$ cat config.mk
export PLATFORM = sky130hd
export DESIGN_NAME = irq_prio_arbiter
export DESIGN_NICKNAME = d
export VERILOG_FILES = /design/src/rtl/irq_arb_pkg.sv /design/src/rtl/irq_first_set.sv /design/src/rtl/irq_mask_pick.sv /design/src/rtl/irq_xbit_fsm.sv /design/src/rtl/irq_pin_cond.sv /design/src/rtl/irq_prio_arbiter.sv
export SDC_FILE = /design/constraint.sdc
export NUM_CORES = 1
export LEC_CHECK = 0
export ABC_AREA = 1
export ABC_CLOCK_PERIOD_IN_PS = 2900
export BUFFER_PORTS_ARGS = -buffer_cell sky130_fd_sc_hd__buf_4
export CAP_MARGIN = 10
export CORE_MARGIN = 5
export CORE_UTILIZATION = 45
export DETAILED_ROUTE_END_ITERATION = 8
export PLACE_DENSITY_LB_ADDON = 0.2
export SLEW_MARGIN = 20
export SYNTH_ARGS = -nofsm -noshare
export SYNTH_HDL_FRONTEND = slang
export SYNTH_SLANG_ARGS = --single-unit
$ cat constraint.sdc
create_clock -name clk -period 2.9 [get_ports clk]
set_input_delay 0.435 -clock clk [delete_from_list [all_inputs] [get_ports clk]]
set_output_delay 0.435 -clock clk [all_outputs]
set_load 0.03 [all_outputs]
$ cat src/rtl/irq_arb_pkg.sv
package irq_arb_pkg;

    // X bit life cycle
    typedef enum logic [1:0] {
        X_ARMED = 2'd0,
        X_OPEN  = 2'd1,
        X_HELD  = 2'd2
    } xstate_e;

    // last sampled level of the external pin
    typedef enum logic {
        LINE_HIGH = 1'b0,
        LINE_LOW  = 1'b1
    } line_e;

endpackage

$ cat src/rtl/irq_first_set.sv
module irq_first_set #(
    parameter int N = 6,
    parameter int W = 3
) (
    input  logic [N-1:0] vec,
    output logic         found,
    output logic [W-1:0] idx
);
    always_comb begin
        found = |vec;
        idx   = '0;
        for (int k = N - 1; k >= 0; k--) begin
            if (vec[k]) begin
                idx = W'(k);
            end
        end
    end
endmodule

$ cat src/rtl/irq_mask_pick.sv
module irq_mask_pick #(
    parameter int MSK_N = 15,
    parameter int SEL_W = 4
) (
    input  logic [MSK_N-1:0] src,
    input  logic [SEL_W-1:0] sel,
    output logic             found,
    output logic [SEL_W-1:0] idx
);
    logic [MSK_N-1:0] promo_vec;
    logic             promo_hit;
    logic             base_found;
    logic [SEL_W-1:0] base_idx;

    // one-hot match of the promoted source
    for (genvar g = 0; g < MSK_N; g++) begin : g_promo
        assign promo_vec[g] = src[g] && (sel == SEL_W'(g));
    end

    assign promo_hit = |promo_vec;

    irq_first_set #(
        .N (MSK_N),
        .W (SEL_W)
    ) u_base (
        .vec   (src),
        .found (base_found),
        .idx   (base_idx)
    );

    assign found = base_found;
    assign idx   = promo_hit ? sel : base_idx;
endmodule

$ cat src/rtl/irq_xbit_fsm.sv
module irq_xbit_fsm
    import irq_arb_pkg::*;
(
    input  logic clk,
    input  logic rst_n,
    input  logic x_clear,
    input  logic x_ack,
    input  logic rti,
    input  logic rti_x,
    output logic x_bit,
    output logic x_open
);
    xstate_e state_q;
    xstate_e state_d;

    always_ff @(posedge clk or negedge rst_n) begin
        if (!rst_n) begin
            state_q <= X_ARMED;
        end else begin
            state_q <= state_d;
        end
    end

    always_comb begin
        state_d = state_q;
        unique case (state_q)
            X_ARMED: if (x_clear) state_d = X_OPEN;
            X_OPEN:  if (x_ack)   state_d = X_HELD;
            X_HELD:  if (x_clear || (rti && !rti_x)) state_d = X_OPEN;
            default: state_d = X_ARMED;
        endcase
    end

    always_comb begin
        x_open = 1'b0;
        unique case (state_q)
            X_ARMED: x_open = 1'b0;
            X_OPEN:  x_open = 1'b1;
            X_HELD:  x_open = 1'b0;
            default: x_open = 1'b0;
        endcase
        x_bit = !x_open;
    end
endmodule

$ cat src/rtl/irq_pin_cond.sv
module irq_pin_cond
    import irq_arb_pkg::*;
(
    input  logic clk,
    input  logic rst_n,
    input  logic irq_n,
    input  logic edge_mode,
    input  logic mode_wr,
    input  logic ack_pin,
    output logic active
);
    line_e line_q;
    line_e line_d;
    logic  fall;
    logic  pend_q;

    always_ff @(posedge clk or negedge rst_n) begin
        if (!rst_n) begin
            line_q <= LINE_HIGH;
        end else begin
            line_q <= line_d;
        end
    end

    always_comb begin
        line_d = irq_n ? LINE_HIGH : LINE_LOW;
        fall   = 1'b0;
        unique case (line_q)
            LINE_HIGH: fall = !irq_n;
            LINE_LOW:  fall = 1'b0;
            default:   fall = 1'b0;
        endcase
    end

    always_ff @(posedge clk or negedge rst_n) begin
        if (!rst_n) begin
            pend_q <= 1'b0;
        end else if (mode_wr) begin
            pend_q <= 1'b0;
        end else if (fall) begin
            pend_q <= 1'b1;
        end else if (ack_pin) begin
            pend_q <= 1'b0;
        end
    end

    assign active = edge_mode ? pend_q : !irq_n;
endmodule

$ cat src/rtl/irq_prio_arbiter.sv
module irq_prio_arbiter #(
    parameter int NMI_N = 6,
    parameter int MSK_N = 15
) (
    input  logic                                   clk,
    input  logic                                   rst_n,
    input  logic [NMI_N-1:0]                       nmi_req,
    input  logic                                   irq_n,
    input  logic [MSK_N-2:0]                       msk_req,
    input  logic                                   set_mask,
    input  logic                                   clr_mask,
    input  logic                                   rti,
    input  logic                                   rti_i,
    input  logic                                   rti_x,
    input  logic                                   ack,
    input  logic [$clog2(NMI_N+MSK_N)-1:0]         ack_id,
    input  logic                                   hprio_wr,
    input  logic [$clog2(MSK_N+1)-1:0]             hprio_wdata,
    input  logic                                   mode_wr,
    input  logic                                   mode_wdata,
    input  logic                                   x_wr,
    input  logic                                   x_wdata,
    output logic                                   int_req,
    output logic [$clog2(NMI_N+MSK_N)-1:0]         int_id,
    output logic                                   i_bit,
    output logic                                   x_bit
);
    localparam int ID_W     = $clog2(NMI_N + MSK_N);
    localparam int SEL_W    = $clog2(MSK_N + 1);
    localparam int NMI_W    = $clog2(NMI_N);
    localparam int XIRQ_IDX = NMI_N - 1;
    localparam int PIN_ID   = NMI_N;

    logic             i_q;
    logic [SEL_W-1:0] sel_q;
    logic             edge_q;
    logic             x_open;
    logic             pin_active;
    logic [NMI_N-1:0] nmi_eff;
    logic [MSK_N-1:0] msk_src;
    logic             nmi_found;
    logic [NMI_W-1:0] nmi_idx;
    logic             m_found;
    logic [SEL_W-1:0] m_idx;

    // global mask bit: return, then set-type, then clear
    always_ff @(posedge clk or negedge rst_n) begin
        if (!rst_n) begin
            i_q <= 1'b1;
        end else if (rti) begin
            i_q <= rti_i;
        end else if (ack || set_mask) begin
            i_q <= 1'b1;
        end else if (clr_mask) begin
            i_q <= 1'b0;
        end
    end

    // promotion field: writable only while masked
    always_ff @(posedge clk or negedge rst_n) begin
        if (!rst_n) begin
            sel_q <= '0;
        end else if (hprio_wr && i_q) begin
            sel_q <= hprio_wdata;
        end
    end

    always_ff @(posedge clk or negedge rst_n) begin
        if (!rst_n) begin
            edge_q <= 1'b0;
        end else if (mode_wr) begin
            edge_q <= mode_wdata;
        end
    end

    irq_xbit_fsm u_xfsm (
        .clk     (clk),
        .rst_n   (rst_n),
        .x_clear (x_wr && !x_wdata),
        .x_ack   (ack && (ack_id == ID_W'(XIRQ_IDX))),
        .rti     (rti),
        .rti_x   (rti_x),
        .x_bit   (x_bit),
        .x_open  (x_open)
    );

    irq_pin_cond u_pin (
        .clk       (clk),
        .rst_n     (rst_n),
        .irq_n     (irq_n),
        .edge_mode (edge_q),
        .mode_wr   (mode_wr),
        .ack_pin   (ack && (ack_id == ID_W'(PIN_ID))),
        .active    (pin_active)
    );

    always_comb begin
        nmi_eff           = nmi_req;
        nmi_eff[XIRQ_IDX] = nmi_req[XIRQ_IDX] && x_open;
        msk_src           = {msk_req, pin_active};
    end

    irq_first_set #(
        .N (NMI_N),
        .W (NMI_W)
    ) u_nmi (
        .vec   (nmi_eff),
        .found (nmi_found),
        .idx   (nmi_idx)
    );

    irq_mask_pick #(
        .MSK_N (MSK_N),
        .SEL_W (SEL_W)
    ) u_mpick (
        .src   (msk_src),
        .sel   (sel_q),
        .found (m_found),
        .idx   (m_idx)
    );

    always_comb begin
        int_req = 1'b0;
        int_id  = '0;
        if (nmi_found) begin
            int_req = 1'b1;
            int_id  = ID_W'(nmi_idx);
        end else if (!i_q && m_found) begin
            int_req = 1'b1;
            int_id  = ID_W'(PIN_ID) + ID_W'(m_idx);
        end
    end

    assign i_bit = i_q;
endmodule

# Yosys cells after proc, flatten, opt, wreduce, memory -nomap -nowiden

Cells that the tools add are included.

$add $sub $neg: 1
Equality and inequality tests: 21
Mux-type cells: 40
Bitwise logic cells: 1
Reductions and logical operators: 37

Operator list:

| kind                                                                     | count |
|---|---|
| 4-bit two-way mux                                                        | 16 |
| 15-bit OR reduction                                                      | 2 |
| 4-bit == test (second input constant)                                    | 7 |
| 1-bit logical AND                                                        | 22 |
| 3-bit two-way mux                                                        | 6 |
| 4-bit by 3-bit == test with 1-bit output (second input constant)         | 4 |
| 1-bit two-way mux                                                        | 11 |
| 5-bit by 3-bit == test with 1-bit output (second input constant)         | 2 |
| 5-bit two-way mux                                                        | 2 |
| 4-bit by 2-bit == test with 1-bit output (second input constant)         | 2 |
| 2-bit two-way mux                                                        | 3 |
| 2-bit by 1-bit inequality test with 1-bit output (second input constant) | 3 |
| 2-bit case mux with 3 select lines                                       | 1 |
| 3-bit nonzero test                                                       | 2 |
| 6-bit OR reduction                                                       | 1 |
| 3-bit by 4-bit adder with 5-bit output (first input constant)            | 1 |
| 1-bit logical NOT                                                        | 5 |
| 4-bit by 1-bit == test with 1-bit output (second input constant)         | 1 |
| 4-bit logical NOT                                                        | 1 |
| 3-bit AND reduction                                                      | 1 |
| 2-bit by 1-bit == test with 1-bit output (second input constant)         | 1 |
| 2-bit == test (second input constant)                                    | 1 |
| 2-bit logical NOT                                                        | 1 |
| 1-bit logical OR                                                         | 2 |
| 2 further kinds                                                          | 2 |

Bits in registers: 10
Input port bits: 43
Output and inout bits: 8
Logic and storage cells: 106

# Longest topological paths before layout

Gate-level depths: netlist of the first run.

Word-level depth: 19
Depth in mapped cells: 17
Depth with buffers taken out: 17

# Modules after synthesis

From an unflattened synthesis of the first run, not the netlist that was laid out.

Cell total of the unflattened synthesis: 204
Area total of the unflattened synthesis: 1176.1 um2

By module, submodules not included:

| module                          | times used | cells each | area each (um2) | sequential area each (um2) |
|---|---|---|---|---|
| irq_prio_arbiter                | 1          | 60         | 415.4           | 151.4 |
| irq_mask_pick                   | 1          | 56         | 285.3           | 0.0 |
| irq_first_set at u_mpick.u_base | 1          | 45         | 192.7           | 0.0 |
| irq_xbit_fsm                    | 1          | 18         | 121.4           | 50.0 |
| irq_pin_cond                    | 1          | 10         | 88.8            | 50.0 |
| irq_first_set at u_nmi          | 1          | 15         | 72.6            | 0.0 |

# Least setup slack after synthesis of the first run

Ideal clock, no wire load.

Path type: flip-flop to output port
Start: reg sel_q[1]
End: out int_id[2]
Arrival: 2.250 ns
Data required time: 2.465 ns
Path slack: 0.215 ns
Stages on the path, launching flop included: 14
Path buffers: 0
Cell sequence: dfrtp_1 nor2_1 inv_1 o22ai_1 inv_1 nand4_1 nand3_2 nand2_2 nand2_1 o21ai_2 inv_1 ha_1 or2_1 a31oi_1

Word-level cells in the longest chain between the ends: 7

RTL lines:

| item                                                             | RTL line                | source |
|---|---|---|
| from (decl)                                                      | irq_prio_arbiter.sv:35  | `logic [SEL_W-1:0] sel_q;` |
| from (signal assigned)                                           | irq_prio_arbiter.sv:64  | `sel_q <= hprio_wdata;` |
| 4-bit by 1-bit == test with 1-bit output (tied with other cells) | irq_mask_pick.sv:17     | `assign promo_vec[g] = src[g] && (sel == SEL_W'(g));` |
| 1-bit logical AND                                                | irq_mask_pick.sv:17     |  |
| 15-bit OR reduction                                              | irq_mask_pick.sv:20     | `assign promo_hit = \|promo_vec;` |
| 4-bit two-way mux *                                              | irq_mask_pick.sv:32     | `assign idx = promo_hit ? sel : base_idx;` |
| 3-bit by 4-bit adder with 5-bit output *                         | irq_prio_arbiter.sv:130 | `int_id = ID_W'(PIN_ID) + ID_W'(m_idx);` |
| 5-bit two-way mux *                                              | irq_prio_arbiter.sv:128 | `end else if (!i_q && m_found) begin` |
| 5-bit two-way mux *                                              | irq_prio_arbiter.sv:125 | `if (nmi_found) begin` |
| to (decl)                                                        | irq_prio_arbiter.sv:24  | `output logic [$clog2(NMI_N+MSK_N)-1:0] int_id,` |

Mark *: on every way between the ends. The rest lies on a longest branch, timed or not.

# Worst setup path after layout of the first run

Same ends and word-level chain as after synthesis.

==> results of run 1 <==
==> cell type report <==
class	instances	area, µm²
well taps	28	35.0
fillers	185	613
inverters	39	149
flip-flops and latches	10	254
clock buffers	4	26.3
repair buffers	56	427
multi-input cells	116	644
==> layer usage <==
layer  part of all wire (%)  GRT usage [%]  vias to the layer above
li1                       -              -                      638
met1                     40           19.2                      520
met2                     53           28.9                       34
met3                    6.5           2.53                        2
met4                   0.61           5.08                        0
met5                      0              0                        -
==> power by group <==
group,switching (µW),internal [µW]
clock,42.0,52.9
sequential,22.8,160
combinational,178,148
==> kinds of logic after synthesis <==
kind of cell | after synthesis | synth area share, %
compound gates | 27 | 18.2
fa+ha+maj | 1 | 1.27
buf+inv | 39 | 14.9
flops | 10 | 25.6
mux | 3 | 3.44
simple gates | 85 | 36.6
==> per-stage QoR <==
stage / cell area, µm² / hold WS [ps]
floorplan: 982 / 139
global placement: 1390 / 265
detailed placement: 1390 / 269
CTS: 1450 / 328
global route: 1540 / 331
finish: 1540 / 338
==> worst max path at each step <==
stage	cells past startpoint	slack, ps	end
floorplan	13	210	int_id[2]
global placement	14	230	int_id[2]
detailed placement	14	220	int_id[2]
CTS	14	20	int_id[2]
global route	12	-100	int_id[2]
finish	14	40	int_id[2]
==> sequential cells by signal, summed over array words and instances, names as in the netlist <==
name            cells
u_xfsm.state_q      2
sel_q               4
edge_q              1
i_bit               1
u_pin.pend_q        1
u_pin.line_q        1
==> Yosys cell counts (2+ instances only) <==
library cell and count:
dfrtp_1 9, mux2_2 3, or2_1 2, inv_1 37, nor2_2 3, nand3_1 6
a21oi_1 5, nor3_1 3, nand2_1 47, nand4_1 2, o21ai_2 3, nor2_1 19
o22ai_1 3, a31oi_1 3, o21ai_0 7
==> critical path: stages, from the launching register on <==
cell	delay [ps]
dfrtp_2	470
nor2_4	130
inv_1	60
o22ai_1	140
inv_1	60
nand4_1	80
nand3_2	100
nand2_4	130
nand2_2	60
o21ai_2	80
inv_1	100
ha_4	210
or2_1	200
a31oi_1	160
buf_4	180
==> repair_timing <==
item                                    in CTS  in global routing
pin swaps                                    1                 11
hold endpoints to repair                     9                  0
hold buffers                                 1                  0
endpoints found under the setup margin       1                  2
gates resized for setup                      7                 10
buffers inserted                             0                  5
==> results.json, run 1 <==
{
  "status": "finished clean",
  "syn_inst": 165,
  "areaGrowthSynthToFinish_pct": 56.3,
  "clkTransAtPathRegs_ps": 60,
  "numCtsBuffers": 3,
  "dp_hpwl_um": 2290,
  "synth_top_area_share_pct": 22.9,
  "max-slew-margin-rel_pct": 82.3,
  "wl_per_cell_um": 11.0,
  "place.gp.congestion": 0.901,
  "synth.cell_area_um2": 982,
  "fin_util_pct": 71.5,
  "clock_skew_ps": 2.88,
  "place_inst": 243,
  "worstPathMaxFanout": 6,
  "grtUsageTotal_pct": 16.1,
  "worstSetupStartpointType": "flip-flop",
  "peakVddDrop_v": 0.000366,
  "max-cap-violations": 0,
  "io_pins": 51,
  "clk_path_buf_depth": 2,
  "finalHoldViolations": 0,
  "crit_required_ps": 2470,
  "fp.dieW_um": 56.7,
  "ant_nets": 0,
  "grt_pass1_vias": 1038,
  "synth_cell_type_count": 28,
  "power.leakage_uw": 0.000849,
  "timing.rr.start": "i_bit$_DFFE_PN1P_",
  "drt_first_pass_iters": 4,
  "grt_pass1_wl_um": 4260,
  "hold_path_end": "u_pin.pend_q$_DFFE_PN0P_",
  "ys.warnings.count": 0,
  "cts.sinks": 10,
  "dp_slack_ps": 222,
  "postLayoutSetupSlackWorst_ps": 37.5,
  "synth-seq-area-share_pct": 25.6,
  "cp.arrival_ps": 2430,
  "numPortBuffers": 50,
  "synth_area_leaders": "dfrtp_1 23%, nand2_1 18%, inv_1 14%",
  "layout.cells.non_filler": 253,
  "num_rows": 17,
  "viasPerCell": 4.72,
  "period_minus_slack_ps": 2860,
  "synth_edf_count": 0,
  "setup_tns_ps": 0,
  "p_per_area_mw_per_mm2": 394,
  "rsz0062_at_grt": "yes",
  "htree_levels": 1,
  "reg2reg_to": "sel_q[1]$_DFFE_PN0P_",
  "min_path_cells": 2,
  "yosysTopAreaCell": "dfrtp_1",
  "antennaDiodeCount": 0,
  "slew_violations": 0,
  "critical_path_class": "flip-flop to output port",
  "critPathCaptureType": "output port",
  "min_from": "mode_wr",
  "cts_tree": "yes",
  "core_mm2": 0.00215,
  "tightest_slew_ps": 264,
  "synth_fp_nets": 209,
  "layout_common_cells": "54 x buf_4, 44 x nand2_1, 36 x inv_1",
  "finalCritPeriodShare_pct": 98.7,
  "synthArstFlopShare_pct": 100,
  "grt_max_degree": 11,
  "setup_viol": 0,
  "synth_ff_type": "dfrtp_1",
  "drt_iter0_markers": 37,
  "setup.worst_path.start": "sel_q[1]$_DFFE_PN0P_",
  "ys_ff_latch": 10,
  "wirelength_um": 2790,
  "die_area_mm2": 0.00322,
  "grt_antenna_before_repair": 0,
  "finish.net_count": 270,
  "vias": 1194,
  "clock_latency_ps": 250,
  "layout-drive-gt1-share_pct": 37.8,
  "p_total_uw": 605,
  "rrSetupSlack_ps": 1770,
  "cts-root-buf": "clkbuf_4",
  "avgSynthCellArea_um2": 5.95,
  "final_common_cell": "buf_4",
  "overflow": 0,
  "worst-r2r-cell-count": 2,
  "die_h_um": 56.7,
  "start_util_pct": 45.7,
  "timing.fmax_mhz": 349,
  "hp-class": "primary input to flip-flop",
  "drc": 0
}
Note: power is estimated with default switching activity, not from simulation.
==> run 2, diff against run 1 <==
- RECOVER_POWER: unset -> 50
==> results.json, run 2 (same netlist as run 1, synthesis figures left out) <==
{
  "status": "finished clean",
  "core_mm2": 0.00215,
  "finalCritPeriodShare_pct": 98.7,
  "numCtsBuffers": 3,
  "reg_top3": "sel_q x4, u_xfsm.state_q x2",
  "postLayoutSetupSlackWorst_ps": 37.5,
  "worstSetupStartpointType": "flip-flop",
  "timing.fmax_mhz": 349,
  "internal_power_uw": 360,
  "finalHoldViolations": 0,
  "wl_per_cell_um": 11.0,
  "htree_levels": 1,
  "crit_slowest_cell": "dfrtp_2",
  "num_rows": 17,
  "path_cells": "nor2_4 > inv_1 > o22ai_1 > inv_1 > nand4_1 > nand3_2 > nand2_4 > nand2_2 > o21ai_2 > inv_1 > ha_4 > or2_1 > a31oi_1 > buf_4",
  "wirelength_um": 2790,
  "final_common_cell": "buf_4",
  "crit_required_ps": 2470,
  "grtUsageTotal_pct": 16.1,
  "p_comb_share_pct": 54.0,
  "clkTransAtPathRegs_ps": 60,
  "top_register": "sel_q",
  "min_path_cells": 2,
  "drc": 0,
  "antennaDiodeCount": 0,
  "power_switching_uw": 243,
  "tightest_slew_ps": 533,
  "grt_antenna_before_repair": 0,
  "overflow": 0,
  "cp.arrival_ps": 2430,
  "critPathCaptureType": "output port",
  "seqPwrFrac_pct": 30.3,
  "critical_path_class": "flip-flop to output port",
  "layout-drive-gt1-share_pct": 36.9,
  "die_h_um": 56.7,
  "multi_input_area_um2": 644,
  "cpMostUsedCell": "inv_1",
  "setup_viol": 0,
  "slew_violations": 0,
  "ant_nets": 0,
  "dp_slack_ps": 222,
  "grt_pass1_wl_um": 4260,
  "numPortBuffers": 50,
  "worstPathMaxFanout": 6,
  "die_area_mm2": 0.00322,
  "max-slew-margin-rel_pct": 64.5,
  "max-cap-violations": 0,
  "cts-root-buf": "clkbuf_4",
  "dp_hpwl_um": 2290,
  "hp-class": "primary input to flip-flop",
  "cts_tree": "yes",
  "drt_first_pass_iters": 4,
  "switching_share_pct": 40.3,
  "drt_iter0_markers": 37,
  "viasPerCell": 4.74,
  "fin_util_pct": 71.1,
  "areaGrowthSynthToFinish_pct": 55.5,
  "fp.dieW_um": 56.7,
  "io_pins": 51,
  "clk_path_buf_depth": 2,
  "worst-r2r-cell-count": 2,
  "place.gp.congestion": 0.901,
  "p_per_area_mw_per_mm2": 395,
  "peakVddDrop_v": 0.000366,
  "period_minus_slack_ps": 2860,
  "slowest_delay_ps": 470,
  "grt_pass1_vias": 1038,
  "clock_latency_ps": 250,
  "clkPwrFrac_pct": 15.7,
  "num-fill-cells": 188,
  "power.leakage_uw": 0.000841,
  "clock_skew_ps": 3.21,
  "cts.sinks": 10,
  "holdWs_ps": 339,
  "grt_max_degree": 11,
  "start_util_pct": 45.7,
  "seq_area_um2": 254,
  "largest_reg_flops": 4,
  "layout_common_cells": "52 x buf_4, 44 x nand2_1, 36 x inv_1",
  "vias": 1200,
  "rsz0062_at_grt": "yes",
  "finish.net_count": 270
}
-- run 2: layer usage --
metal | vias up | part of all wire [%] | GRT usage, %
met5 | - | 0 | 0
li1 | 639 | - | -
met3 | 2 | 6.6 | 2.53
met2 | 34 | 53 | 28.9
met1 | 525 | 40 | 19.2
met4 | 0 | 0.61 | 5.08
-- run 2: final timing paths --
path                                          startpoint  slack [ps]                             to
setup / recovery                    sel_q[1]$_DFFE_PN0P_          40                      int_id[2]
hold / removal                                   mode_wr         340       u_pin.pend_q$_DFFE_PN0P_
setup reg to reg                       i_bit$_DFFE_PN1P_        1770           sel_q[1]$_DFFE_PN0P_
hold reg to reg            u_xfsm.state_q[0]$_DFFE_PN0P_         480  u_xfsm.state_q[0]$_DFFE_PN0P_
max in group asynchronous                          rst_n        1840           sel_q[0]$_DFFE_PN0P_
min in group asynchronous                          rst_n         680             edge_q$_DFFE_PN0P_
-- run 2: cell type report --
cell class | count | area share, %
Sequential cell | 10 | 16.6
Timing Repair Buffer | 56 | 27.4
Multi-Input combinational cell | 116 | 42.2
Clock buffer | 4 | 1.72
Tap cell | 28 | 2.29
Inverter | 39 | 9.75
-- run 2: critical path: cells and delay by family (launching register included) --
family | cells | cell delay [ps]
compound gates | 3 | 380
flops | 1 | 470
buf+inv | 4 | 400
fa+ha+maj | 1 | 210
simple gates | 6 | 700
-- run 2: power by group through the flow --
stage,logic (µW),registers [µW],clock network (µW)
after CTS,273,181,101
final,326,183,94.8
after global routing,358,186,108
after floorplan,169,177,0
after detailed placement,266,180,0
after global placement,260,178,0
-- run 2: repair_timing --
item | 4_1_cts | 5_1_grt
endpoints found under the setup margin | 1 | 2
buffers inserted | 0 | 5
resized for setup | 7 | 10
pin swaps | 1 | 11
hold endpoints to repair | 9 | 0
hold buffers | 1 | 0
-- run 2: through the flow --
| step | TNS, ps | power, µW | cell area, µm² | std cells |
|---|---|---|---|---|
| 4_1_cts | 0 | 555 | 1450 | 248 |
| 2_1_floorplan | 0 | 346 | 982 | 165 |
| 3_5_place_dp | 0 | 445 | 1390 | 243 |
| 5_1_grt | -114 | 652 | 1530 | 253 |
| 6_report | 0 | 603 | 1530 | 253 |
| 3_3_place_gp | 0 | 439 | 1390 | 243 |
==> run 3, diff against run 2 <==
- GPL_TIMING_DRIVEN: unset -> 0
- PLACE_DENSITY: unset -> 0.84
- PLACE_DENSITY_LB_ADDON: 0.2 -> unset
==> results.json, run 3 (same netlist as run 1, synthesis figures left out) <==
{
  "critPathCaptureType": "output port",
  "wl_per_cell_um": 9.84,
  "finish.net_count": 267,
  "fp.dieW_um": 56.7,
  "timing.rr.start": "i_bit$_DFFE_PN1P_",
  "numPortBuffers": 50,
  "slew_violations": 0,
  "p_per_area_mw_per_mm2": 383,
  "dp_hpwl_um": 2100,
  "viasPerCell": 4.67,
  "critical_path_class": "flip-flop to output port",
  "cts_tree": "yes",
  "cts-root-buf": "clkbuf_4",
  "period_minus_slack_ps": 2850,
  "grt_pass1_wl_um": 3930,
  "top_register": "sel_q",
  "cp.arrival_ps": 2420,
  "vias": 1168,
  "power.leakage_uw": 0.000823,
  "grtUsageTotal_pct": 14.9,
  "p_total_uw": 568,
  "grt_pass1_vias": 1012,
  "max-slew-margin-rel_pct": 65.5,
  "areaGrowthSynthToFinish_pct": 51.2,
  "peakVddDrop_v": 0.000327,
  "drc": 0,
  "finalCritPeriodShare_pct": 98.4,
  "final_common_cell": "buf_4",
  "clk_path_buf_depth": 2,
  "core_mm2": 0.00215,
  "clock_latency_ps": 260,
  "clkTransAtPathRegs_ps": 60,
  "min_from": "mode_wr",
  "drt_first_pass_iters": 4,
  "timing.fmax_mhz": 351,
  "htree_levels": 1,
  "grt_max_degree": 11,
  "status": "finished clean",
  "die_area_mm2": 0.00322,
  "die_h_um": 56.7,
  "start_util_pct": 45.7,
  "rsz0062_at_grt": "yes",
  "antennaDiodeCount": 0,
  "crit_required_ps": 2470,
  "layout-drive-gt1-share_pct": 35.1,
  "clock_skew_ps": 1.88,
  "largest_reg_flops": 4,
  "setup_viol": 0,
  "worstPathMaxFanout": 6,
  "ant_nets": 0,
  "num_rows": 17,
  "setup_tns_ps": 0,
  "io_pins": 51,
  "finalHoldViolations": 0,
  "place.gp.congestion": 0.875,
  "overflow": 0,
  "max-cap-violations": 0,
  "layout_common_cells": "50 x buf_4, 45 x nand2_1, 37 x inv_1",
  "hp-class": "primary input to flip-flop",
  "drt_iter0_markers": 24,
  "numCtsBuffers": 3,
  "reg_top3": "sel_q x4, u_xfsm.state_q x2",
  "setup.worst_path.start": "sel_q[0]$_DFFE_PN0P_",
  "wirelength_um": 2460,
  "worstSetupStartpointType": "flip-flop",
  "cts.sinks": 10,
  "tightest_slew_ps": 517,
  "grt_antenna_before_repair": 0
}
run 3: final timing paths:
kind / endpoint / slack (ps) / depth (start not counted)
setup / recovery: int_id[2] / 50 / 14
hold / removal: u_pin.pend_q$_DFFE_PN0P_ / 330 / 2
setup reg to reg: sel_q[1]$_DFFE_PN0P_ / 1790 / 2
hold reg to reg: u_xfsm.state_q[0]$_DFFE_PN0P_ / 490 / 1
max in group asynchronous: sel_q[1]$_DFFE_PN0P_ / 1870 / 2
min in group asynchronous: u_xfsm.state_q[1]$_DFFE_PN0P_ / 660 / 2
run 3: worst max-delay path, stage by stage, from the launching register on:
cell and delay (ps):
dfrtp_2 460, inv_4 90, nand2_2 80, o22ai_1 160
inv_1 50, nand4_1 80, nand3_2 90, nand2_4 110
nand2_1 70, o21ai_2 70, inv_1 60, ha_1 280
or2_1 220, a31oi_1 140, buf_4 180
run 3: timing repair:
action	in CTS	in global routing
pin swaps	0	2
hold endpoints to repair	9	0
resized for setup	3	9
buffers inserted	1	1
setup endpoints to repair	1	2
hold buffers	1	0
run 3: power by group:
group / internal [µW] / switching (µW) / leakage, µW
Combinational: 130 / 158 / 0.000693
Sequential: 160 / 22.8 / 0.000115
Clock: 53.1 / 44.1 / 0.0000150
Total: 343 / 225 / 0.000823
run 3: cell type report:
class | count | area [µm²]
timing repair buffer | 53 | 397
fill | 193 | 663
inverter | 39 | 149
multi-input combinational | 116 | 624
sequential | 10 | 254
tap | 28 | 35.0
clock buffer | 4 | 26.3
run 3: metal layers:
| layer | vias to the layer above | routed length, µm | track usage [%] |
|---|---|---|---|
| li1 | 632 | - | - |
| met5 | - | 0 | 0 |
| met1 | 507 | 1000 | 17.9 |
| met2 | 27 | 1260 | 24.3 |
| met3 | 2 | 178 | 4.60 |
| met4 | 0 | 13 | 6.10 |
run 3: through the flow:
step | hold slack, ps | instances | cell area (µm²) | worst slack (ps) | util [%]
floorplan | 139 | 165 | 982 | 215 | -
global placement | 268 | 243 | 1390 | 278 | 64.8
detailed placement | 269 | 243 | 1390 | 249 | 64.8
CTS | 324 | 249 | 1450 | 5.18 | 67.5
global route | 318 | 250 | 1490 | -88.9 | 69.1
finish | 330 | 250 | 1490 | 47.7 | 69.1
